[src/rtl/pbm_pkg.sv]
package pbm_pkg;

  typedef enum logic [1:0] {
    TGT_EPROM = 2'd0,
    TGT_PHY1  = 2'd1,
    TGT_PHY2  = 2'd2,
    TGT_NONE  = 2'd3
  } tgt_e;

  typedef enum logic [2:0] {
    ST_IDLE   = 3'd0,
    ST_ADDR   = 3'd1,
    ST_PARK_R = 3'd2,
    ST_GAP    = 3'd3,
    ST_DATA   = 3'd4,
    ST_PARK_W = 3'd5,
    ST_TURN   = 3'd6
  } st_e;

  // byte phases: 0 = low byte, 1 = middle byte, 2 = high byte
  localparam int NUM_PH = 3;
  localparam int IDX_W  = 2;

endpackage

[src/rtl/pbm_phase_plan.sv]
module pbm_phase_plan
  import pbm_pkg::*;
(
  input  tgt_e             tgt,
  input  logic             ale3_mode,
  input  logic             wide,
  input  logic [IDX_W-1:0] cur,
  output logic [NUM_PH-1:0] need,
  output logic [IDX_W-1:0] first,
  output logic [IDX_W-1:0] nxt,
  output logic             nxt_ok
);

  always_comb begin
    need    = '0;
    need[0] = 1'b1;
    need[1] = !(wide && (tgt != TGT_EPROM));
    need[2] = ale3_mode && (tgt == TGT_EPROM);
  end

  // highest needed phase starts the access
  always_comb begin
    first = '0;
    for (int i = 0; i < NUM_PH; i++) begin
      if (need[i]) first = IDX_W'(i);
    end
  end

  // highest needed phase strictly below the current one
  always_comb begin
    nxt    = '0;
    nxt_ok = 1'b0;
    for (int i = 0; i < NUM_PH; i++) begin
      if (need[i] && (i < int'(cur))) begin
        nxt    = IDX_W'(i);
        nxt_ok = 1'b1;
      end
    end
  end

endmodule

[src/rtl/pbm_seq.sv]
module pbm_seq
  import pbm_pkg::*;
#(
  parameter int WAIT_W = 4
) (
  input  logic              clk,
  input  logic              rst,
  input  logic              start,
  input  logic              wr,
  input  logic [WAIT_W-1:0] wait_cnt,
  input  logic [IDX_W-1:0]  first,
  input  logic [IDX_W-1:0]  nxt,
  input  logic              nxt_ok,
  output st_e               state,
  output logic [IDX_W-1:0]  ph,
  output logic              sub,
  output logic              last,
  output logic              done
);

  logic [WAIT_W-1:0] cnt;

  assign last = (state == ST_DATA) && (cnt == wait_cnt);

  always_ff @(posedge clk) begin
    if (rst) begin
      state <= ST_IDLE;
      ph    <= '0;
      sub   <= 1'b0;
      cnt   <= '0;
      done  <= 1'b0;
    end else begin
      done <= (state == ST_TURN);
      case (state)
        ST_IDLE: begin
          if (start) begin
            state <= ST_ADDR;
            ph    <= first;
            sub   <= 1'b0;
          end
        end
        ST_ADDR: begin
          if (!sub) begin
            sub <= 1'b1;
          end else begin
            sub <= 1'b0;
            if (nxt_ok) begin
              ph <= nxt;
            end else begin
              state <= wr ? ST_DATA : ST_PARK_R;
              cnt   <= '0;
            end
          end
        end
        ST_PARK_R: state <= ST_GAP;
        ST_GAP: begin
          state <= ST_DATA;
          cnt   <= '0;
        end
        ST_DATA: begin
          if (cnt == wait_cnt) state <= wr ? ST_PARK_W : ST_TURN;
          else                 cnt   <= cnt + 1'b1;
        end
        ST_PARK_W: state <= ST_TURN;
        ST_TURN:   state <= ST_IDLE;
        default:   state <= ST_IDLE;
      endcase
    end
  end

endmodule

[src/rtl/pbm_pin_drv.sv]
module pbm_pin_drv
  import pbm_pkg::*;
#(
  parameter int BUS_W = 8,
  localparam int ADDR_W = NUM_PH * BUS_W
) (
  input  st_e                state,
  input  logic [IDX_W-1:0]   ph,
  input  logic               sub,
  input  tgt_e               tgt,
  input  logic               wr,
  input  logic [ADDR_W-1:0]  addr,
  input  logic [2*BUS_W-1:0] wdata,
  input  logic               wide,
  input  logic               par_en,
  input  logic               ale3_mode,
  output logic               sel_eprom_n,
  output logic               sel_phy1_n,
  output logic               sel_phy2_n,
  output logic               ale1,
  output logic               ale2,
  output logic               a16_o,
  output logic               a17_o,
  output logic [BUS_W-1:0]   bus_d_o,
  output logic               bus_d_oe,
  output logic [BUS_W-1:0]   bus_hi_o,
  output logic               bus_hi_oe,
  output logic               par_o,
  output logic               par_oe
);

  logic active, is_ep, in_addr, in_data, drive, wide_phy;
  logic [BUS_W-1:0]  d;
  logic [NUM_PH-1:0] strobe;

  always_comb begin
    active   = (state != ST_IDLE);
    is_ep    = (tgt == TGT_EPROM);
    wide_phy = wide && !is_ep;
    in_addr  = (state == ST_ADDR);
    in_data  = (state == ST_DATA);
    drive    = in_addr || (state == ST_PARK_R) || (state == ST_PARK_W) ||
               (in_data && wr);
    d = '1;
    if (in_addr)            d = addr[int'(ph)*BUS_W +: BUS_W];
    else if (in_data && wr) d = wdata[BUS_W-1:0];
    for (int i = 0; i < NUM_PH; i++) begin
      strobe[i] = in_addr && !sub && (int'(ph) == i);
    end
  end

  assign bus_d_o     = d;
  assign bus_d_oe    = drive;
  assign par_o       = ~^d;
  assign par_oe      = par_en && drive;
  assign ale1        = strobe[0];
  assign ale2        = strobe[1];
  assign a16_o       = ale3_mode ? strobe[2] : (active && is_ep && addr[2*BUS_W]);
  assign a17_o       = active && is_ep && addr[2*BUS_W+1];
  assign sel_eprom_n = !(in_data && tgt == TGT_EPROM);
  assign sel_phy1_n  = !(in_data && tgt == TGT_PHY1);
  assign sel_phy2_n  = !(in_data && tgt == TGT_PHY2);
  assign bus_hi_oe   = wide_phy && wr && (in_data || state == ST_PARK_W);
  assign bus_hi_o    = in_data ? wdata[2*BUS_W-1:BUS_W] : '1;

endmodule

[src/rtl/pbm_rd_cap.sv]
module pbm_rd_cap #(
  parameter int BUS_W = 8
) (
  input  logic               clk,
  input  logic               rst,
  input  logic               clear,
  input  logic               cap,
  input  logic               wide,
  input  logic               par_en,
  input  logic [BUS_W-1:0]   d_lo,
  input  logic [BUS_W-1:0]   d_hi,
  input  logic               par_i,
  output logic [2*BUS_W-1:0] rdata,
  output logic               perr
);

  always_ff @(posedge clk) begin
    if (rst || clear) begin
      rdata <= '0;
      perr  <= 1'b0;
    end else if (cap) begin
      rdata <= {(wide ? d_hi : {BUS_W{1'b0}}), d_lo};
      perr  <= par_en && (par_i != ~^d_lo);
    end
  end

endmodule

[src/rtl/pbm_bus_master.sv]
module pbm_bus_master
  import pbm_pkg::*;
#(
  parameter int BUS_W  = 8,
  parameter int WAIT_W = 4,
  localparam int ADDR_W = NUM_PH * BUS_W
) (
  input  logic               clk,
  input  logic               rst,
  input  logic               req_valid,
  input  logic [1:0]         req_target,
  input  logic               req_write,
  input  logic [ADDR_W-1:0]  req_addr,
  input  logic [2*BUS_W-1:0] req_wdata,
  input  logic [WAIT_W-1:0]  cfg_wait,
  input  logic               cfg_wide,
  input  logic               cfg_parity,
  output logic               busy,
  output logic               rsp_done,
  output logic [2*BUS_W-1:0] rsp_rdata,
  output logic               rsp_perr,
  output logic               sel_eprom_n,
  output logic               sel_phy1_n,
  output logic               sel_phy2_n,
  output logic               ale1,
  output logic               ale2,
  input  logic               a16_strap_i,
  output logic               a16_o,
  output logic               a17_o,
  output logic [BUS_W-1:0]   bus_d_o,
  input  logic [BUS_W-1:0]   bus_d_i,
  output logic               bus_d_oe,
  output logic [BUS_W-1:0]   bus_hi_o,
  input  logic [BUS_W-1:0]   bus_hi_i,
  output logic               bus_hi_oe,
  output logic               par_o,
  input  logic               par_i,
  output logic               par_oe
);

  st_e               state;
  tgt_e              tgt_q;
  logic              wr_q, wide_q, paren_q, ale3_mode_q;
  logic [ADDR_W-1:0]  addr_q;
  logic [2*BUS_W-1:0] wdata_q;
  logic [WAIT_W-1:0]  wait_q;
  logic              accept, sub, last;
  logic [IDX_W-1:0]  ph, first, nxt;
  logic              nxt_ok;
  logic [NUM_PH-1:0] need;

  assign accept = req_valid && (state == ST_IDLE) &&
                  (req_target != 2'(TGT_NONE));
  assign busy   = (state != ST_IDLE);

  // strap is read on every reset cycle; pulled low selects third strobe
  always_ff @(posedge clk) begin
    if (rst) ale3_mode_q <= !a16_strap_i;
  end

  always_ff @(posedge clk) begin
    if (rst) begin
      tgt_q   <= TGT_EPROM;
      wr_q    <= 1'b0;
      addr_q  <= '0;
      wdata_q <= '0;
      wait_q  <= '0;
      wide_q  <= 1'b0;
      paren_q <= 1'b0;
    end else if (accept) begin
      tgt_q   <= tgt_e'(req_target);
      wr_q    <= req_write;
      addr_q  <= req_addr;
      wdata_q <= req_wdata;
      wait_q  <= cfg_wait;
      wide_q  <= cfg_wide;
      paren_q <= cfg_parity;
    end
  end

  // plan for the request being taken while idle, for the latched one after
  tgt_e tgt_plan;
  logic wide_plan;
  assign tgt_plan  = busy ? tgt_q  : tgt_e'(req_target);
  assign wide_plan = busy ? wide_q : cfg_wide;

  pbm_phase_plan u_plan (
    .tgt       (tgt_plan),
    .ale3_mode (ale3_mode_q),
    .wide      (wide_plan),
    .cur       (ph),
    .need      (need),
    .first     (first),
    .nxt       (nxt),
    .nxt_ok    (nxt_ok)
  );

  pbm_seq #(.WAIT_W(WAIT_W)) u_seq (
    .clk      (clk),
    .rst      (rst),
    .start    (accept),
    .wr       (wr_q),
    .wait_cnt (wait_q),
    .first    (first),
    .nxt      (nxt),
    .nxt_ok   (nxt_ok),
    .state    (state),
    .ph       (ph),
    .sub      (sub),
    .last     (last),
    .done     (rsp_done)
  );

  pbm_pin_drv #(.BUS_W(BUS_W)) u_pins (
    .state       (state),
    .ph          (ph),
    .sub         (sub),
    .tgt         (tgt_q),
    .wr          (wr_q),
    .addr        (addr_q),
    .wdata       (wdata_q),
    .wide        (wide_q),
    .par_en      (paren_q),
    .ale3_mode   (ale3_mode_q),
    .sel_eprom_n (sel_eprom_n),
    .sel_phy1_n  (sel_phy1_n),
    .sel_phy2_n  (sel_phy2_n),
    .ale1        (ale1),
    .ale2        (ale2),
    .a16_o       (a16_o),
    .a17_o       (a17_o),
    .bus_d_o     (bus_d_o),
    .bus_d_oe    (bus_d_oe),
    .bus_hi_o    (bus_hi_o),
    .bus_hi_oe   (bus_hi_oe),
    .par_o       (par_o),
    .par_oe      (par_oe)
  );

  pbm_rd_cap #(.BUS_W(BUS_W)) u_cap (
    .clk    (clk),
    .rst    (rst),
    .clear  (accept),
    .cap    (last && !wr_q),
    .wide   (wide_q && (tgt_q != TGT_EPROM)),
    .par_en (paren_q),
    .d_lo   (bus_d_i),
    .d_hi   (bus_hi_i),
    .par_i  (par_i),
    .rdata  (rsp_rdata),
    .perr   (rsp_perr)
  );

  logic unused_need;
  assign unused_need = ^need;

endmodule

[config.mk]
export PLATFORM = sky130hd
export DESIGN_NAME = pbm_bus_master
export DESIGN_NICKNAME = d
export VERILOG_FILES = /design/src/rtl/pbm_pkg.sv /design/src/rtl/pbm_phase_plan.sv /design/src/rtl/pbm_seq.sv /design/src/rtl/pbm_pin_drv.sv /design/src/rtl/pbm_rd_cap.sv /design/src/rtl/pbm_bus_master.sv
export SDC_FILE = /design/constraint.sdc
export NUM_CORES = 1
export LEC_CHECK = 0
export BUFFER_PORTS_ARGS = -buffer_cell sky130_fd_sc_hd__buf_2
export CAP_MARGIN = 20
export CELL_PAD_IN_SITES_DETAIL_PLACEMENT = 1
export CELL_PAD_IN_SITES_GLOBAL_PLACEMENT = 1
export CORE_UTILIZATION = 35
export CTS_CLUSTER_SIZE = 20
export DETAILED_ROUTE_END_ITERATION = 12
export GPL_ROUTABILITY_DRIVEN = 0
export PLACE_DENSITY = 0.75
export SETUP_SLACK_MARGIN = 0.4
export SYNTH_ARGS = -nofsm -noshare
export SYNTH_HDL_FRONTEND = slang
export SYNTH_SLANG_ARGS = --single-unit
export TNS_END_PERCENT = 30
[constraint.sdc]
create_clock -name clk -period 2.1 [get_ports clk]
set_clock_uncertainty 0.05 [all_clocks]
set_input_delay 0.21 -clock clk [delete_from_list [all_inputs] [get_ports clk]]
set_output_delay 0.21 -clock clk [all_outputs]
set_load 0.005 [all_outputs]
==> impl_metrics.tcl <==
set metrics [dict create \
    status "finished with violations" \
    violations "setup timing" \
    pre_cts_ws_ns -0.0460 \
    clockBufferDepth 2 \
    yosysSeqAreaShare_pct 44.3 \
    dieWidth_um 103 \
    diodes 0 \
    clock_sinks 78 \
    cts_buffers 9 \
    synth_top_area_share_pct 43.4 \
    clk_latency_ns 0.38 \
    async_flop_share_pct 0 \
    grt_usage_pct 27.6 \
    firstDrtPassIters 4 \
    row_count 36 \
    final_layout_size_suffix_gt1_share_pct 66.1 \
    layout_common_cells "104 x buf_2, 67 x a21oi_2, 63 x dfxtp_1" \
    setup_viol 14 \
    h-tree-depth 3 \
    critical_path.endpoint "par_o" \
    critPathRequiredTime_ns 1.84 \
    coreArea_sq_um 9820 \
    grt_pass1_vias 4106 \
    p_int_w 0.00442 \
    synthTopCellsByArea "dfxtp_1 43%, nand2_1 14%, a21oi_1 10%" \
    rrSetupSlack_ns -0.10 \
    io_buffers 115 \
    relSlewSlack_pct 55.6 \
    routed_wl_um 17500 \
    postRouteAntennaNets 0 \
    netlist_area_sq_um 3550 \
    synth_warnings 0 \
    slew_viol_final 0 \
    vdd_ir_drop_max_mv 0.605 \
    period_needed_ns 2.43 \
    pwr-share-seq_pct 26.0 \
    root_buffer "clkbuf_8" \
    via_per_inst 5.57 \
    final-hold-violation-count 0 \
    hp-class "in2reg" \
    drv_cap 0 \
    drcViolationCount 0 \
    period_share_pct 116 \
    yosysUniqueCellTypes 45 \
    fp.dieH_um 103 \
    yosys.area.top_type "dfxtp_1" \
    r2r-end "u_seq.cnt[2]$_SDFFE_PP0P_" \
    critPathLaunchType "register" \
    fin_ws_ns -0.331 \
    ys.flop_type "dfxtp_1" \
    clock_power_share_pct 21.4 \
    design_area_sq_um 6350 \
    syn_inst 456 \
    p_total_w 0.00725 \
    area_growth_pct 79.0 \
    cp-startpoint "u_seq.state[0]$_SDFFE_PP0P_" \
    grt_max_degree 33 \
    drtIter0Drc 183 \
    grt_overflow_total 0 \
    p_leak_nw 2.63 \
    final_util_pct 64.7 \
    cts.clk_slew.worst_paths_ns 0.10 \
    cp-end-kind "primary output" \
    hpwl_um 7970 \
    nets 679 \
    p_sw_share_pct 39.0 \
    synth.avg_cell_area_sq_um 7.78 \
    dieArea_sq_um 10500 \
    wl_per_cell_um 23.4 \
    ios 116 \
    rsz0062_at_grt "yes" \
    p_sw_w 0.00282 \
    dpl_cell_area_sq_um 4330 \
    worstMarginPinSlew_ns 0.666 \
    grt_pass1_wl_um 21800 \
    path_max_fanout 8 \
    reg2reg_from "u_seq.state[0]$_SDFFE_PP0P_" \
    cts_tree "yes" \
    combPwrFrac_pct 52.6 \
    synth_edf_count 1 \
    start_util_pct 36.1 \
    worst-r2r-cell-count 9 \
    final_common_cell "buf_2" \
    fin_hold_ws_ns 0.0183 \
    fmax_ghz 0.411 \
    arrival_ns 2.17 \
    synth_nets 527 \
    synth_seq_cells 78 \
    p_per_area_nw_per_um2 1140 \
    hold_buffers 0 \
    antenna_found_initial 0 \
    vias 4153 \
    critPathKind "reg2out" \
]
-- worst min path at each step --
stage                                      start                      endpoint  cells past startpoint
CTS                                  bus_hi_i[1]   u_cap.rdata[9]$_SDFFE_PP0P_                      3
detailed placement  u_cap.rdata[10]$_SDFFE_PP0P_  u_cap.rdata[10]$_SDFFE_PP0P_                      2
finish                                 req_write             wr_q$_SDFFE_PP0P_                      3
global placement    u_cap.rdata[10]$_SDFFE_PP0P_  u_cap.rdata[10]$_SDFFE_PP0P_                      2
floorplan                                    rst         ale3_mode_q$_DFFE_PP_                      0
global route                         cfg_wait[3]        wait_q[3]$_SDFFE_PP0P_                      3
-- synthesized netlist by cell type (all sizes together) (3+ instances only) --
master and count:
nand3 13, clkbuf 20, o221ai 7, nand2 129, mux2i 10, inv 12, dfxtp 77, o21ai 4
nor2 17, nor3b 3, a21oi 74, or2 8, o21a 7, nand2b 7, xnor2 18, nor3 8
buf 13, a211oi 3
-- worst max-delay path: stages, from the launching register on --
cell	delay [ns]
dfxtp_4	0.40
nor3b_4	0.22
buf_6	0.18
o221ai_1	0.13
o21a_1	0.17
xnor2_2	0.15
xnor2_1	0.20
xnor2_1	0.17
buf_2	0.17
-- cell type report --
type	instances	area, sq um
Fill cell	1092	3470
Clock buffer	9	124
Multi-Input combinational cell	335	2920
Sequential cell	78	1610
Tap cell	133	166
Timing Repair Buffer	172	1340
Inverter	12	45.0
Clock inverter	7	145
-- sequential cells by signal (all words and copies together), names as in the netlist --
signal and cells:
addr_q 24, u_cap.rdata 16, wdata_q 16, u_seq.cnt 4, wait_q 4, u_seq.state 3, tgt_q 2, u_seq.ph 2
ale3_mode_q 1, paren_q 1, u_cap.perr 1, u_seq.done 1, u_seq.sub 1, wide_q 1, wr_q 1
-- timing repair --
| action | 4_1_cts | 5_1_grt |
|---|---|---|
| cloned | 4 | 4 |
| setup buffers | 11 | 19 |
| endpoints found under the setup margin | 99 | 101 |
| pin swaps | 141 | 123 |
| gates resized for setup | 266 | 80 |
-- layer usage --
metal	track usage [%]	wire (um)	up-vias
met2	50.5	9200	182
li1	-	-	1833
met3	7.66	1030	61
met5	0	0	-
met1	30.6	6500	2077
met4	9.45	759	0
-- metrics by stage --
stage / TNS (ns) / cells
6_report: -1.40 / 746
5_1_grt: -1.87 / 746
4_1_cts: -0.198 / 723
3_5_place_dp: -0.0460 / 692
3_3_place_gp: 0 / 692
2_1_floorplan: 0 / 456
-- power groups by stage --
stage | clock network (W) | logic (W) | registers, W
after global placement | 0 | 0.00195 | 0.00184
after global routing | 0.00162 | 0.00397 | 0.00190
after floorplan | 0 | 0.00135 | 0.00176
final | 0.00155 | 0.00381 | 0.00189
after detailed placement | 0 | 0.00201 | 0.00186
after CTS | 0.00152 | 0.00294 | 0.00185
-- kinds of logic after synthesis --
logic type	count (synthesis)	synth area share [%]
DFF	78	44.3
buffers and inverters	45	5.22
AOI/OAI and AO/OA	102	16.7
adders and majority gates	2	0.635
muxes	11	3.14
xor gates and xnor gates	19	4.69
and+or+nand+nor	199	25.3
Note: power is estimated with default switching activity, not from simulation.
